===== src/rtl/xrs_pkg.sv =====
`timescale 1ns/1ps
package xrs_pkg;

   typedef enum logic [2:0] {
      ST_IDLE,
      ST_HOLD,
      ST_WAIT_CLK,
      ST_SETTLE,
      ST_BOOT,
      ST_LINK,
      ST_CHECK
   } seq_state_e;

   // microseconds to clock cycles, rounded up to a whole cycle
   function automatic longint unsigned us_to_cycles(longint unsigned hz,
                                                    longint unsigned us);
      return (hz * us + 64'd999_999) / 64'd1_000_000;
   endfunction

endpackage


===== src/rtl/xrs_sync.sv =====
`timescale 1ns/1ps
module xrs_sync #(
   parameter int unsigned W      = 1,
   parameter int unsigned STAGES = 2
) (
   input  logic         clk,
   input  logic         arst_n,
   input  logic [W-1:0] d_i,
   output logic [W-1:0] q_o
);

   generate
      if (STAGES == 0) begin : g_bypass
         assign q_o = d_i;
      end else begin : g_chain
         logic [W-1:0] pipe [STAGES];
         always_ff @(posedge clk or negedge arst_n) begin
            if (!arst_n) begin
               for (int i = 0; i < int'(STAGES); i++) pipe[i] <= '0;
            end else begin
               pipe[0] <= d_i;
               for (int i = 1; i < int'(STAGES); i++) pipe[i] <= pipe[i-1];
            end
         end
         assign q_o = pipe[STAGES-1];
      end
   endgenerate

endmodule


===== src/rtl/xrs_timer.sv =====
`timescale 1ns/1ps
module xrs_timer #(
   parameter int unsigned CNT_W = 8
) (
   input  logic             clk,
   input  logic             arst_n,
   input  logic             load_i,
   input  logic [CNT_W-1:0] load_val_i,
   output logic             expired_o
);

   logic [CNT_W-1:0] cnt_q;

   always_ff @(posedge clk or negedge arst_n) begin
      if (!arst_n)             cnt_q <= '0;
      else if (load_i)         cnt_q <= load_val_i;
      else if (cnt_q != '0)    cnt_q <= cnt_q - 1'b1;
   end

   assign expired_o = (cnt_q == '0);

endmodule


===== src/rtl/xrs_status_chk.sv =====
`timescale 1ns/1ps
module xrs_status_chk #(
   parameter int unsigned STAT_W = 8,
   parameter int unsigned ANA_BIT = 0,
   parameter int unsigned PLL_BIT = 1,
   parameter logic [STAT_W-1:0] LOCK_MASK = 8'hF0
) (
   input  logic [STAT_W-1:0] status_i,
   output logic              ok_o
);

   generate
      if (ANA_BIT >= STAT_W || PLL_BIT >= STAT_W) begin : g_bad_bit
         $error("status bit index outside the status word");
      end
      if (LOCK_MASK[ANA_BIT] || LOCK_MASK[PLL_BIT]) begin : g_bad_mask
         $error("lock mask overlaps a timer-expired bit");
      end
   endgenerate

   logic [STAT_W-1:0] lock_hit;

   for (genvar b = 0; b < STAT_W; b++) begin : g_lock
      assign lock_hit[b] = status_i[b] & LOCK_MASK[b];
   end

   assign ok_o = status_i[ANA_BIT] & status_i[PLL_BIT] & ~(|lock_hit);

endmodule


===== src/rtl/xcvr_rst_seq.sv =====
`timescale 1ns/1ps
module xcvr_rst_seq
   import xrs_pkg::*;
#(
   parameter int unsigned CLK_HZ      = 156_250_000,
   parameter int unsigned HOLD_US     = 1000,
   parameter int unsigned SETTLE_US   = 1000,
   parameter int unsigned BOOT_US     = 15000,
   parameter int unsigned LINK_US     = 200,
   parameter int unsigned MAX_TRIES   = 3,
   parameter int unsigned SYNC_STAGES = 2,
   parameter int unsigned STAT_W      = 8,
   parameter int unsigned ANA_BIT     = 0,
   parameter int unsigned PLL_BIT     = 1,
   parameter logic [STAT_W-1:0] LOCK_MASK = 8'hF0
) (
   input  logic              clk,
   input  logic              arst_n,
   input  logic              start_i,
   input  logic              clk_stable_i,
   input  logic [STAT_W-1:0] dev_status_i,
   output logic              dev_rst_n_o,
   output logic              done_o,
   output logic              pass_o
);

   localparam longint unsigned HOLD_CYC   = us_to_cycles(64'(CLK_HZ), 64'(HOLD_US));
   localparam longint unsigned SETTLE_CYC = us_to_cycles(64'(CLK_HZ), 64'(SETTLE_US));
   localparam longint unsigned BOOT_CYC   = us_to_cycles(64'(CLK_HZ), 64'(BOOT_US));
   localparam longint unsigned LINK_CYC   = us_to_cycles(64'(CLK_HZ), 64'(LINK_US));
   localparam longint unsigned MAX_AB = (HOLD_CYC > SETTLE_CYC) ? HOLD_CYC : SETTLE_CYC;
   localparam longint unsigned MAX_CD = (BOOT_CYC > LINK_CYC) ? BOOT_CYC : LINK_CYC;
   localparam longint unsigned MAX_CYC = (MAX_AB > MAX_CD) ? MAX_AB : MAX_CD;
   localparam int unsigned CNT_W = $clog2(MAX_CYC + 1);
   localparam int unsigned TRY_W = (MAX_TRIES > 1) ? $clog2(MAX_TRIES) : 1;

   localparam logic [CNT_W-1:0] HOLD_LD   = CNT_W'(HOLD_CYC - 1);
   localparam logic [CNT_W-1:0] SETTLE_LD = CNT_W'(SETTLE_CYC - 1);
   localparam logic [CNT_W-1:0] BOOT_LD   = CNT_W'(BOOT_CYC - 1);
   localparam logic [CNT_W-1:0] LINK_LD   = CNT_W'(LINK_CYC - 1);
   localparam logic [TRY_W-1:0] LAST_TRY  = TRY_W'(MAX_TRIES - 1);

   generate
      if (MAX_TRIES < 1) begin : g_bad_tries
         $error("MAX_TRIES must be at least 1");
      end
      if (HOLD_CYC < 1 || SETTLE_CYC < 1 || BOOT_CYC < 1 || LINK_CYC < 1) begin : g_bad_delay
         $error("every interval must last at least one cycle");
      end
   endgenerate

   // ---- input synchronisation -------------------------------------------
   logic [STAT_W:0]   sync_q;
   logic              clk_ok_s;
   logic [STAT_W-1:0] stat_s;
   logic              stat_ok;

   xrs_sync #(.W(STAT_W + 1), .STAGES(SYNC_STAGES)) u_sync (
      .clk    (clk),
      .arst_n (arst_n),
      .d_i    ({clk_stable_i, dev_status_i}),
      .q_o    (sync_q)
   );
   assign {clk_ok_s, stat_s} = sync_q;

   xrs_status_chk #(
      .STAT_W(STAT_W), .ANA_BIT(ANA_BIT), .PLL_BIT(PLL_BIT), .LOCK_MASK(LOCK_MASK)
   ) u_chk (
      .status_i (stat_s),
      .ok_o     (stat_ok)
   );

   // ---- shared interval timer --------------------------------------------
   logic             tmr_load;
   logic [CNT_W-1:0] tmr_val;
   logic             tmr_exp;

   xrs_timer #(.CNT_W(CNT_W)) u_tmr (
      .clk        (clk),
      .arst_n     (arst_n),
      .load_i     (tmr_load),
      .load_val_i (tmr_val),
      .expired_o  (tmr_exp)
   );

   // ---- sequencing -------------------------------------------------------
   seq_state_e       state_q, state_d;
   logic [TRY_W-1:0] tries_q, tries_d;
   logic             rstn_q, rstn_d;
   logic             done_q, done_d;
   logic             pass_q, pass_d;

   always_comb begin
      state_d  = state_q;
      tries_d  = tries_q;
      rstn_d   = rstn_q;
      pass_d   = pass_q;
      done_d   = 1'b0;
      tmr_load = 1'b0;
      tmr_val  = '0;
      unique case (state_q)
         ST_IDLE: if (start_i) begin
            state_d  = ST_HOLD;
            tries_d  = '0;
            rstn_d   = 1'b0;
            pass_d   = 1'b0;
            tmr_load = 1'b1;
            tmr_val  = HOLD_LD;
         end
         ST_HOLD: if (tmr_exp) state_d = ST_WAIT_CLK;
         ST_WAIT_CLK: if (clk_ok_s) begin
            state_d  = ST_SETTLE;
            tmr_load = 1'b1;
            tmr_val  = SETTLE_LD;
         end
         ST_SETTLE: if (tmr_exp) begin
            state_d  = ST_BOOT;
            rstn_d   = 1'b1;
            tmr_load = 1'b1;
            tmr_val  = BOOT_LD;
         end
         ST_BOOT: if (tmr_exp) begin
            state_d  = ST_LINK;
            tmr_load = 1'b1;
            tmr_val  = LINK_LD;
         end
         ST_LINK: if (tmr_exp) state_d = ST_CHECK;
         ST_CHECK: begin
            if (stat_ok) begin
               state_d = ST_IDLE;
               done_d  = 1'b1;
               pass_d  = 1'b1;
            end else if (tries_q == LAST_TRY) begin
               state_d = ST_IDLE;
               done_d  = 1'b1;
               pass_d  = 1'b0;
            end else begin
               state_d  = ST_HOLD;
               tries_d  = tries_q + 1'b1;
               rstn_d   = 1'b0;
               tmr_load = 1'b1;
               tmr_val  = HOLD_LD;
            end
         end
         default: state_d = ST_IDLE;
      endcase
   end

   always_ff @(posedge clk or negedge arst_n) begin
      if (!arst_n) begin
         state_q <= ST_IDLE;
         tries_q <= '0;
         rstn_q  <= 1'b0;
         done_q  <= 1'b0;
         pass_q  <= 1'b0;
      end else begin
         state_q <= state_d;
         tries_q <= tries_d;
         rstn_q  <= rstn_d;
         done_q  <= done_d;
         pass_q  <= pass_d;
      end
   end

   assign dev_rst_n_o = rstn_q;
   assign done_o      = done_q;
   assign pass_o      = pass_q;

   // ---- assertions -------------------------------------------------------
   AST_START_GRABS_LINE: assert property (@(posedge clk) disable iff (!arst_n)
      (state_q == ST_IDLE && start_i) |=> (!dev_rst_n_o && !pass_o));
   AST_RELEASE_AFTER_SETTLE: assert property (@(posedge clk) disable iff (!arst_n)
      $rose(dev_rst_n_o) |-> ($past(state_q) == ST_SETTLE));
   AST_CHECK_AFTER_LINK: assert property (@(posedge clk) disable iff (!arst_n)
      (state_q == ST_CHECK) |-> ($past(state_q) == ST_LINK));
   AST_PASS_NEEDS_GOOD_STATUS: assert property (@(posedge clk) disable iff (!arst_n)
      $rose(pass_o) |-> $past(stat_ok));
   AST_DONE_ONE_CYCLE: assert property (@(posedge clk) disable iff (!arst_n)
      done_o |=> !done_o);
   AST_PASS_HELD_IN_IDLE: assert property (@(posedge clk) disable iff (!arst_n)
      (state_q == ST_IDLE && !start_i) |=> $stable(pass_o));
   AST_TRIES_BOUNDED: assert property (@(posedge clk) disable iff (!arst_n)
      (state_q != ST_IDLE) |-> (32'(tries_q) < MAX_TRIES));
   AST_FAIL_LEAVES_RELEASED: assert property (@(posedge clk) disable iff (!arst_n)
      (done_o && !pass_o) |-> dev_rst_n_o);
   AST_BUSY_IGNORES_START: assert property (@(posedge clk) disable iff (!arst_n)
      ((state_q == ST_BOOT || state_q == ST_LINK) && start_i) |=> dev_rst_n_o);

endmodule


===== config.mk =====
export PLATFORM = sky130hd
export DESIGN_NAME = xcvr_rst_seq
export DESIGN_NICKNAME = d
export VERILOG_FILES = /design/src/rtl/xrs_pkg.sv /design/src/rtl/xrs_sync.sv /design/src/rtl/xrs_timer.sv /design/src/rtl/xrs_status_chk.sv /design/src/rtl/xcvr_rst_seq.sv
export SDC_FILE = /design/constraint.sdc
export NUM_CORES = 1
export LEC_CHECK = 0
export CAP_MARGIN = 20
export CORE_MARGIN = 2
export CORE_UTILIZATION = 30
export DETAILED_ROUTE_END_ITERATION = 10
export DONT_BUFFER_PORTS = 1
export GPL_TIMING_DRIVEN = 1
export HOLD_SLACK_MARGIN = 0.15
export PLACE_DENSITY = 0.49
export SLEW_MARGIN = 15
export SYNTH_ARGS = -nofsm -noshare
export SYNTH_HDL_FRONTEND = slang
export SYNTH_SLANG_ARGS = --single-unit
export TNS_END_PERCENT = 30

===== constraint.sdc =====
create_clock -name clk -period 1.9 [get_ports clk]
set_input_delay 0.38 -clock clk [delete_from_list [all_inputs] [get_ports clk]]
set_output_delay 0.38 -clock clk [all_outputs]
set_load 0.01 [all_outputs]

Word-level counts from Yosys, hierarchy flattened
Cells that the tools add are included.
W data, S select, Z words.
{"block": "op_classes", "eq_ne": 16, "bitwise_logic": 3, "reduce_logical": 12, "mux": 39, "n_addsub": 2}
{"operator": "$pmux W22 S5", "count": 1}
{"operator": "$mux W18", "count": 4}
{"operator": "$mux W22", "count": 3}
{"operator": "$logic_not A22 Y1", "count": 1}
{"operator": "$reduce_bool A22 Y1", "count": 1}
{"operator": "$sub A22 B1 Y22 const B", "count": 1}
{"operator": "$pmux W3 S7", "count": 1}
{"operator": "$mux W3", "count": 6}
{"operator": "$mux W1", "count": 16}
{"operator": "$mux W15", "count": 1}
{"operator": "$ne A2 B2 Y1 const B", "count": 7}
{"operator": "$eq A3 B3 Y1 const B", "count": 3}
{"operator": "$eq A3 B2 Y1 const B", "count": 2}
{"operator": "$mux W2", "count": 3}
{"operator": "$reduce_and A6 Y1", "count": 1}
{"operator": "$reduce_and A5 Y1", "count": 1}
{"operator": "$pmux W1 S4", "count": 1}
{"operator": "$pmux W2 S2", "count": 1}
{"operator": "$reduce_and A4 Y1", "count": 1}
{"operator": "$reduce_bool A2 Y1", "count": 2}
{"operator": "$reduce_or A4 Y1", "count": 1}
{"operator": "$eq A3 B1 Y1 const B", "count": 1}
{"operator": "$logic_not A3 Y1", "count": 1}
{"operator": "$ne A3 B3 Y1 const B", "count": 1}
{"operator": "10 further kinds", "count": 11}
{"block": "word_totals", "out_inout_bits": 3, "register_bits": 48, "input_bits": 12}

Longest topological paths before layout
Gate-level depths: netlist of the first run.
{"block": "depth", "word_depth": 6, "mapped_depth": 8}

Cells and area by module
Synthesis of the first run repeated with hierarchy kept, for this count alone.
{"block": "unflattened", "hier_cells": 235, "hier_area_um2": 2449.8}
{"module": "xrs_timer", "area_per_inst_um2": 1362.6, "seq_area_each_um2": 550.5, "instances": 1, "cells_per_inst": 150}
{"module": "xcvr_rst_seq", "area_per_inst_um2": 556.8, "seq_area_each_um2": 200.2, "instances": 1, "cells_per_inst": 56}
{"module": "xrs_sync", "area_per_inst_um2": 518.0, "seq_area_each_um2": 450.4, "instances": 1, "cells_per_inst": 27}
{"module": "xrs_status_chk", "area_per_inst_um2": 12.5, "seq_area_each_um2": 0.0, "instances": 1, "cells_per_inst": 2}

Worst setup path after synthesis of the first run
Ideal clock, no wire load.
{"block": "synth_timing", "path_kind": "reg2reg", "from": "register u_tmr.cnt_q[0]", "to": "register u_tmr.cnt_q[5]", "slack_ns": -0.135, "n_path_buf": 1, "setup_ns": 0.077, "stages_incl_launch_ff": 9, "arrival_ns": 1.957, "path_cell_list": "dfrtp_1 -> inv_1 -> ha_1 -> or3b_4 -> nor3_4 -> and3_1 -> buf_6 -> or4_2 -> a21oi_1"}
{"block": "synth_between", "elab_chain_cells": 4}
{"item": "start: declaration", "line_no": "xrs_timer.sv:12", "text": "logic [CNT_W-1:0] cnt_q;"}
{"item": "start signal: assignment", "line_no": "xrs_timer.sv:16", "text": "else if (load_i) cnt_q <= load_val_i;"}
{"item": "start signal: assignment", "line_no": "xrs_timer.sv:17", "text": "else if (cnt_q != '0) cnt_q <= cnt_q - 1'b1;"}
{"item": "parallel branches: the longest is 4 deep, another holds $sub A22 B1 Y22"}
Several ways; the timed one is not identified. The select of a mux whose other input is x is not followed.
A chain may end at the register's enable or synchronous reset.

Final worst setup path of the first run
{"block": "layout_timing", "from": "register u_tmr.cnt_q[1]", "to": "register u_tmr.cnt_q[15]"}
{"block": "layout_between", "elab_chain_cells": 4}
{"item": "parallel branches: the longest is 4 deep, another holds $sub A22 B1 Y22"}
Several ways; the timed one is not identified. The select of a mux whose other input is x is not followed.

==> impl_metrics.env, run 1 <==
export IMPL_numCtsBuffers=5
export IMPL_cp_cell_sequence="buf_4 > or4_4 > or4_4 > nor3_4 > xnor2_2 > o21ai_2"
export IMPL_finish_utilization=0.417
export IMPL_layout_common_cells="dfrtp_1, buf_4, nand2_1, nor2_1"
export IMPL_grt_max_degree=45
export IMPL_hold_viol_final=0
export IMPL_min_from="u_sync.g_chain.pipe[14]"
export IMPL_root_buffer="clkbuf_8"
export IMPL_grt_pass1_wl_mm=7.42
export IMPL_rsz0062_at_grt="true"
export IMPL_route_detailed_wl_per_inst_um=13.5
export IMPL_ctsLongestPathBuffers=2
export IMPL_layout_commonest_cell="dfrtp_1"
export IMPL_fillers=632
export IMPL_pre_cts_slack_ns=-0.142
export IMPL_synth_cell_types=43
export IMPL_die_x_um=85.7
export IMPL_p_int_mw=1.61
export IMPL_post_synth_main_area_contributors="dfrtp_1, o21ai_0, nand2_1"
export IMPL_cts_tree="yes"
export IMPL_drt_iter0_markers=63
export IMPL_fin_ws_ns=-0.126
export IMPL_p_leak_nw=1.11
export IMPL_hold_class="register to register"
export IMPL_area_growth_pct=33.0
export IMPL_p_seq_frac=0.516
export IMPL_synth_top_area_share=0.550
export IMPL_failed_checks="negative setup slack"
export IMPL_cp_end_kind="register"
export IMPL_die_h_um=85.7
export IMPL_timing_rr_start="u_tmr.cnt_q[1]"
export IMPL_synth_seq_cells=44
export IMPL_drive_gt1_frac=0.348
export IMPL_grt_pass1_vias=1578
export IMPL_ys_warn_count=0
export IMPL_synth_area_leader_cell="dfrtp_1"
export IMPL_port_buffers=0
export IMPL_ant_nets=0
export IMPL_final_nets=247
export IMPL_h_tree_depth=2
export IMPL_clock_latency_ns=0.30
export IMPL_grt_ovfl_total=0
export IMPL_fin_crit_ns=2.03
export IMPL_synthesis_nets=198
export IMPL_ir_drop_mv=0.495
export IMPL_drc_errors=0
export IMPL_core_mm2=0.00639
export IMPL_p_sw_frac=0.285
export IMPL_slew_headroom=0.619
export IMPL_rows=29
export IMPL_clk_pin_slew_ns=0.09
export IMPL_via_per_inst=4.78
export IMPL_dpl_hpwl_mm=2.95
export IMPL_fin_worst_skew_ns=0.0123
export IMPL_maxCapViolCount=0
export IMPL_ys_dominant_reg_cell="dfrtp_1"
export IMPL_max_freq_mhz=494
export IMPL_crit_path_start_kind="register"
export IMPL_crit_reg2reg_capture="u_tmr.cnt_q[15]"
export IMPL_synth_avg_cell_area_um2=10.9
export IMPL_totalWireLength_mm=4.19
export IMPL_slew_violations=0
export IMPL_worstMarginPinSlew_ns=0.564
export IMPL_start_util=0.313
export IMPL_vias=1482
export IMPL_crit_path_top_delay_cell="or4_4"
export IMPL_clock_sinks=44
export IMPL_cp_required_ns=2.10
export IMPL_p_per_area_mw_per_mm2=846
export IMPL_status="complete, but fails checks"
export IMPL_dr_pass1_iters=4
export IMPL_worst_ep_arrival_time_ns=2.22
export IMPL_p_comb_frac=0.232
export IMPL_r2r_slack_ns=-0.13
export IMPL_place_gp_congestion=0.771
export IMPL_p_sw_mw=0.641
export IMPL_worstRegToRegCells=6
export IMPL_ys_async_sr_fraction=1.00
export IMPL_grt_usage=0.129
export IMPL_cpPeakStageDelay_ns=0.56
export IMPL_setup_viol=15
export IMPL_diodes=0
export IMPL_post_route_period_util=1.07
export IMPL_die_area_mm2=0.00734
export IMPL_netlist_area_mm2=0.00200
export IMPL_crit_fanout=4
export IMPL_synth_yosys_seq_area_share=0.550
export IMPL_synthCells=184
export IMPL_whs_path_depth=0
export IMPL_cpMostUsedCell="or4_4"
export IMPL_holdPathEnd="u_sync.q_o[5]"
export IMPL_antenna_found_initial=0
export IMPL_ios=15
export IMPL_synth_edff_count=0
export IMPL_clkPwrFrac=0.252
export IMPL_worstSetupPathType="register to register"
worst max-delay path, delay by kind of cell (launching register included):
kind                      cells  cell delay, ns
buffers and inverters         1            0.14
AOI/OAI and AO/OA             1            0.06
xor gates and xnor gates      1            0.14
and+or+nand+nor               3            1.20
DFF                           1            0.39
layer usage:
layer / track usage / vias up / wire [µm]
met4: 0.0346 / 0 / 37
li1: - / 751 / -
met2: 0.224 / 26 / 2050
met3: 0.0356 / 6 / 146
met5: 0 / - / 0
met1: 0.158 / 699 / 1950
state kept, by name, summed over array words and instances (netlist names):
| register | count |
|---|---|
| u_sync.g_chain.pipe | 7 |
| tries_q | 2 |
| pass_o | 1 |
| dev_rst_n_o | 1 |
| u_tmr.cnt_q | 22 |
| state_q | 3 |
| done_o | 1 |
| u_sync.q_o | 7 |
worst max path at each step:
stage                 endpoint           start  slack (ns)
2_1_floorplan  u_tmr.cnt_q[16]  u_tmr.cnt_q[0]       -0.07
3_3_place_gp   u_tmr.cnt_q[18]  u_tmr.cnt_q[1]       -0.14
5_1_grt        u_tmr.cnt_q[15]  u_tmr.cnt_q[0]       -0.18
3_5_place_dp   u_tmr.cnt_q[18]  u_tmr.cnt_q[1]       -0.14
6_report       u_tmr.cnt_q[15]  u_tmr.cnt_q[1]       -0.13
4_1_cts        u_tmr.cnt_q[15]  u_tmr.cnt_q[1]       -0.13
synthesized netlist by cell type (all sizes together) (3+ instances only):
library cell  count
a21oi             6
and3              4
buf               3
dfrtp            44
inv               4
mux2i             4
nand2            16
nand3             5
nor2             16
nor3             12
nor4              4
o21ai            15
or3              10
or4               3
xnor2             6
xor2              5
metrics by stage:
| stage | TNS [ns] | hold WS (ns) | cell area [µm²] | std cells | power [mW] |
|---|---|---|---|---|---|
| after global placement | -1.72 | 0.0861 | 2350 | 291 | 1.60 |
| after detailed placement | -1.64 | 0.0870 | 2350 | 291 | 1.61 |
| after floorplan | -0.965 | 0.0844 | 2020 | 184 | 1.42 |
| after CTS | -1.04 | 0.354 | 2650 | 311 | 2.27 |
| final | -0.762 | 0.352 | 2660 | 310 | 2.25 |
| after global routing | -3.28 | 0.358 | 2660 | 310 | 2.39 |
power groups by stage:
stage | clock [mW] | combinational [mW] | sequential [mW]
after CTS | 0.588 | 0.527 | 1.16
after global routing | 0.625 | 0.592 | 1.18
after global placement | 0 | 0.423 | 1.18
after detailed placement | 0 | 0.427 | 1.18
after floorplan | 0 | 0.248 | 1.17
final | 0.567 | 0.523 | 1.16
what timing repair did:
item / in CTS / in global routing
gates resized for setup: 28 / 3
hold buffers: 9 / 0
setup buffers: 4 / 0
setup endpoints to repair: 25 / 26
endpoints found under the hold margin: 51 / 0
pin swaps: 7 / 7
gates cloned: 0 / 0
area by class of cell:
| class | instances | area [µm²] | share of cell area |
|---|---|---|---|
| multi-input combinational | 131 | 951 | 0.357 |
| clock inverter | 2 | 12.5 | 0.00470 |
| tap | 77 | 96.3 | 0.0362 |
| timing repair buffer | 47 | 415 | 0.156 |
| clock buffer | 5 | 68.8 | 0.0259 |
| inverter | 4 | 15.0 | 0.00564 |
| sequential | 44 | 1100 | 0.414 |
cells by family (layout without fill, tap and decap cells):
family	count (synthesis)	after routing	synth area share
muxes	5	5	0.0256
DFF	44	44	0.550
xor gates and xnor gates	11	11	0.0482
buffers and inverters	9	58	0.0219
AOI/OAI and AO/OA	31	31	0.0938
adders and majority gates	2	2	0.0125
and+or+nand+nor	82	82	0.248
No activity file was read; power rests on OpenSTA's default activity.
==> run 2, diff against run 1 <==
--- a/config.mk
+++ b/config.mk
@@ -13,6 +13,7 @@
 export GPL_TIMING_DRIVEN = 1
 export HOLD_SLACK_MARGIN = 0.15
 export PLACE_DENSITY = 0.49
+export REMOVE_ABC_BUFFERS = 1
 export SLEW_MARGIN = 15
 export SYNTH_ARGS = -nofsm -noshare
 export SYNTH_HDL_FRONTEND = slang
==> run 2 against run 1 <==
Against the previous run: first-iteration DRC count is 7.9% higher; largest power group unchanged; utilization is 2.2 points higher; routed wire length is 2.2% higher; worst setup slack worse by 0.0016 ns; hold slack better by 0.00056 ns; largest cell class unchanged; the run still ends with negative setup slack left; total power is 11% higher; sequential power hardly changed; clock-buffer cell count is 1 higher; highest routed layer unchanged; critical path type unchanged; cell count is 2.6% higher; clock power is 33% higher.
==> impl_metrics.env, run 2 (synthesis gave the netlist of run 1 again) <==
export IMPL_p_int_mw=1.83
export IMPL_layout_common_cells="dfrtp_1, buf_4, nand2_1, nor2_1, dlygate4sd3_1"
export IMPL_grt_usage=0.129
export IMPL_grt_max_degree=45
export IMPL_dpl_hpwl_mm=3.00
export IMPL_dr_pass1_iters=4
export IMPL_h_tree_depth=2
export IMPL_worstRegToRegCells=6
export IMPL_layout_commonest_cell="dfrtp_1"
export IMPL_totalWireLength_mm=4.28
export IMPL_die_area_mm2=0.00734
export IMPL_regMostFlops="u_tmr.cnt_q"
export IMPL_fillers=623
export IMPL_diodes=0
export IMPL_clock_sinks=44
export IMPL_ios=15
export IMPL_holdPathEnd="u_sync.q_o[6]"
export IMPL_max_freq_mhz=493
export IMPL_crit_fanout=4
export IMPL_crit_reg2reg_capture="u_tmr.cnt_q[15]"
export IMPL_grt_ovfl_total=0
export IMPL_hold_class="register to register"
export IMPL_setup_tns_ns=-1.21
export IMPL_port_buffers=0
export IMPL_r2r_slack_ns=-0.13
export IMPL_cp_required_ns=2.10
export IMPL_p_seq_frac=0.465
export IMPL_largest_reg_flops=22
export IMPL_worstSetupPathType="register to register"
export IMPL_ir_drop_mv=0.489
export IMPL_vias=1547
export IMPL_rows=29
export IMPL_hold_viol_final=0
export IMPL_clkPwrFrac=0.302
export IMPL_ctsLongestPathBuffers=2
export IMPL_drt_iter0_markers=68
export IMPL_total_power_mw=2.49
export IMPL_p_comb_frac=0.233
export IMPL_place_area_mm2=0.00237
export IMPL_antenna_found_initial=0
export IMPL_fin_ws_ns=-0.128
export IMPL_slew_headroom=0.688
export IMPL_core_mm2=0.00639
export IMPL_p_leak_nw=1.19
export IMPL_min_from="u_sync.g_chain.pipe[15]"
export IMPL_drc_errors=0
export IMPL_post_route_period_util=1.07
export IMPL_drive_gt1_frac=0.394
export IMPL_numCtsBuffers=5
export IMPL_die_x_um=85.7
export IMPL_whs_path_depth=0
export IMPL_p_per_area_mw_per_mm2=890
export IMPL_place_gp_congestion=0.744
export IMPL_timing_rr_start="u_tmr.cnt_q[0]"
export IMPL_p_sw_mw=0.659
export IMPL_final_cell_area_mm2=0.00280
export IMPL_rsz0062_at_grt="true"
export IMPL_clock_latency_ns=0.30
export IMPL_clk_pin_slew_ns=0.08
export IMPL_multi_input_area_um2=988
export IMPL_crit_path_start_kind="register"
export IMPL_worst_ep_arrival_time_ns=2.22
export IMPL_final_nets=254
export IMPL_status="complete, but fails checks"
export IMPL_via_per_inst=4.86
export IMPL_failed_checks="negative setup slack"
export IMPL_root_buffer="clkbuf_8"
export IMPL_maxCapViolCount=0
export IMPL_grt_pass1_vias=1649
export IMPL_ant_nets=0
export IMPL_cp_end_kind="register"
export IMPL_cts_tree="yes"
export IMPL_die_h_um=85.7
export IMPL_worstMarginPinSlew_ns=0.464
export IMPL_start_util=0.313
export IMPL_route_detailed_wl_per_inst_um=13.4
export IMPL_fin_crit_ns=2.03
export IMPL_fin_worst_skew_ns=0.00528
export IMPL_area_growth_pct=39.8
export IMPL_setup_viol=18
export IMPL_grt_pass1_wl_mm=7.47
export IMPL_p_sw_frac=0.265
export IMPL_seq_area_mm2=0.00110
export IMPL_slew_violations=0
[run 2: critical path, stage by stage (launching register included)]
cell,delay (ns)
dfrtp_1,0.39
buf_4,0.14
or4_4,0.57
or4_4,0.46
nor3_4,0.17
xnor2_2,0.14
o21ai_2,0.06
[run 2: layer usage]
metal  track usage  share of wire  up-vias
li1              -              -      763
met1         0.164           0.47      752
met2         0.217           0.49       25
met3        0.0308          0.031        7
met4        0.0433          0.013        0
met5             0              0        -
[run 2: layout make-up]
type	instances	share of cell area
Sequential cell	44	0.394
Multi-Input combinational cell	131	0.353
Timing Repair Buffer	54	0.170
Tap cell	77	0.0344
Clock buffer	6	0.0295
Clock inverter	2	0.0139
Inverter	4	0.00537
[run 2: how the worst max path moves through the flow]
| stage | from | end | slack (ns) | depth (start not counted) |
|---|---|---|---|---|
| 2_1_floorplan | u_tmr.cnt_q[0] | u_tmr.cnt_q[16] | -0.22 | 7 |
| 3_3_place_gp | u_tmr.cnt_q[1] | state_q[0] | -0.21 | 8 |
| 3_5_place_dp | u_tmr.cnt_q[1] | u_tmr.cnt_q[5] | -0.21 | 8 |
| 4_1_cts | u_tmr.cnt_q[0] | u_tmr.cnt_q[5] | -0.13 | 8 |
| 5_1_grt | u_tmr.cnt_q[0] | u_tmr.cnt_q[18] | -0.24 | 8 |
| 6_report | u_tmr.cnt_q[0] | u_tmr.cnt_q[15] | -0.13 | 6 |
[run 2: power groups by stage]
stage | sequential (mW) | clock [mW] | combinational, mW
6_report | 1.16 | 0.753 | 0.580
5_1_grt | 1.17 | 0.816 | 0.640
4_1_cts | 1.16 | 0.790 | 0.512
3_5_place_dp | 1.18 | 0 | 0.438
3_3_place_gp | 1.17 | 0 | 0.431
2_1_floorplan | 1.17 | 0 | 0.247
[run 2: what timing repair did]
action,CTS,global route
buffers inserted,2,3
endpoints found under the hold margin,51,0
gates resized for setup,23,26
hold buffers,9,0
pin swaps,8,14
setup endpoints to repair,26,26
[run 2: stage by stage]
stage               std cells  worst slack [ns]   util  hold slack [ns]
CTS                       315            -0.125  0.419            0.355
global placement          296            -0.211  0.371           0.0866
finish                    318            -0.128  0.438            0.352
detailed placement        296            -0.208  0.371           0.0865
floorplan                 179            -0.223      -           0.0844
global route              318            -0.235  0.438            0.361
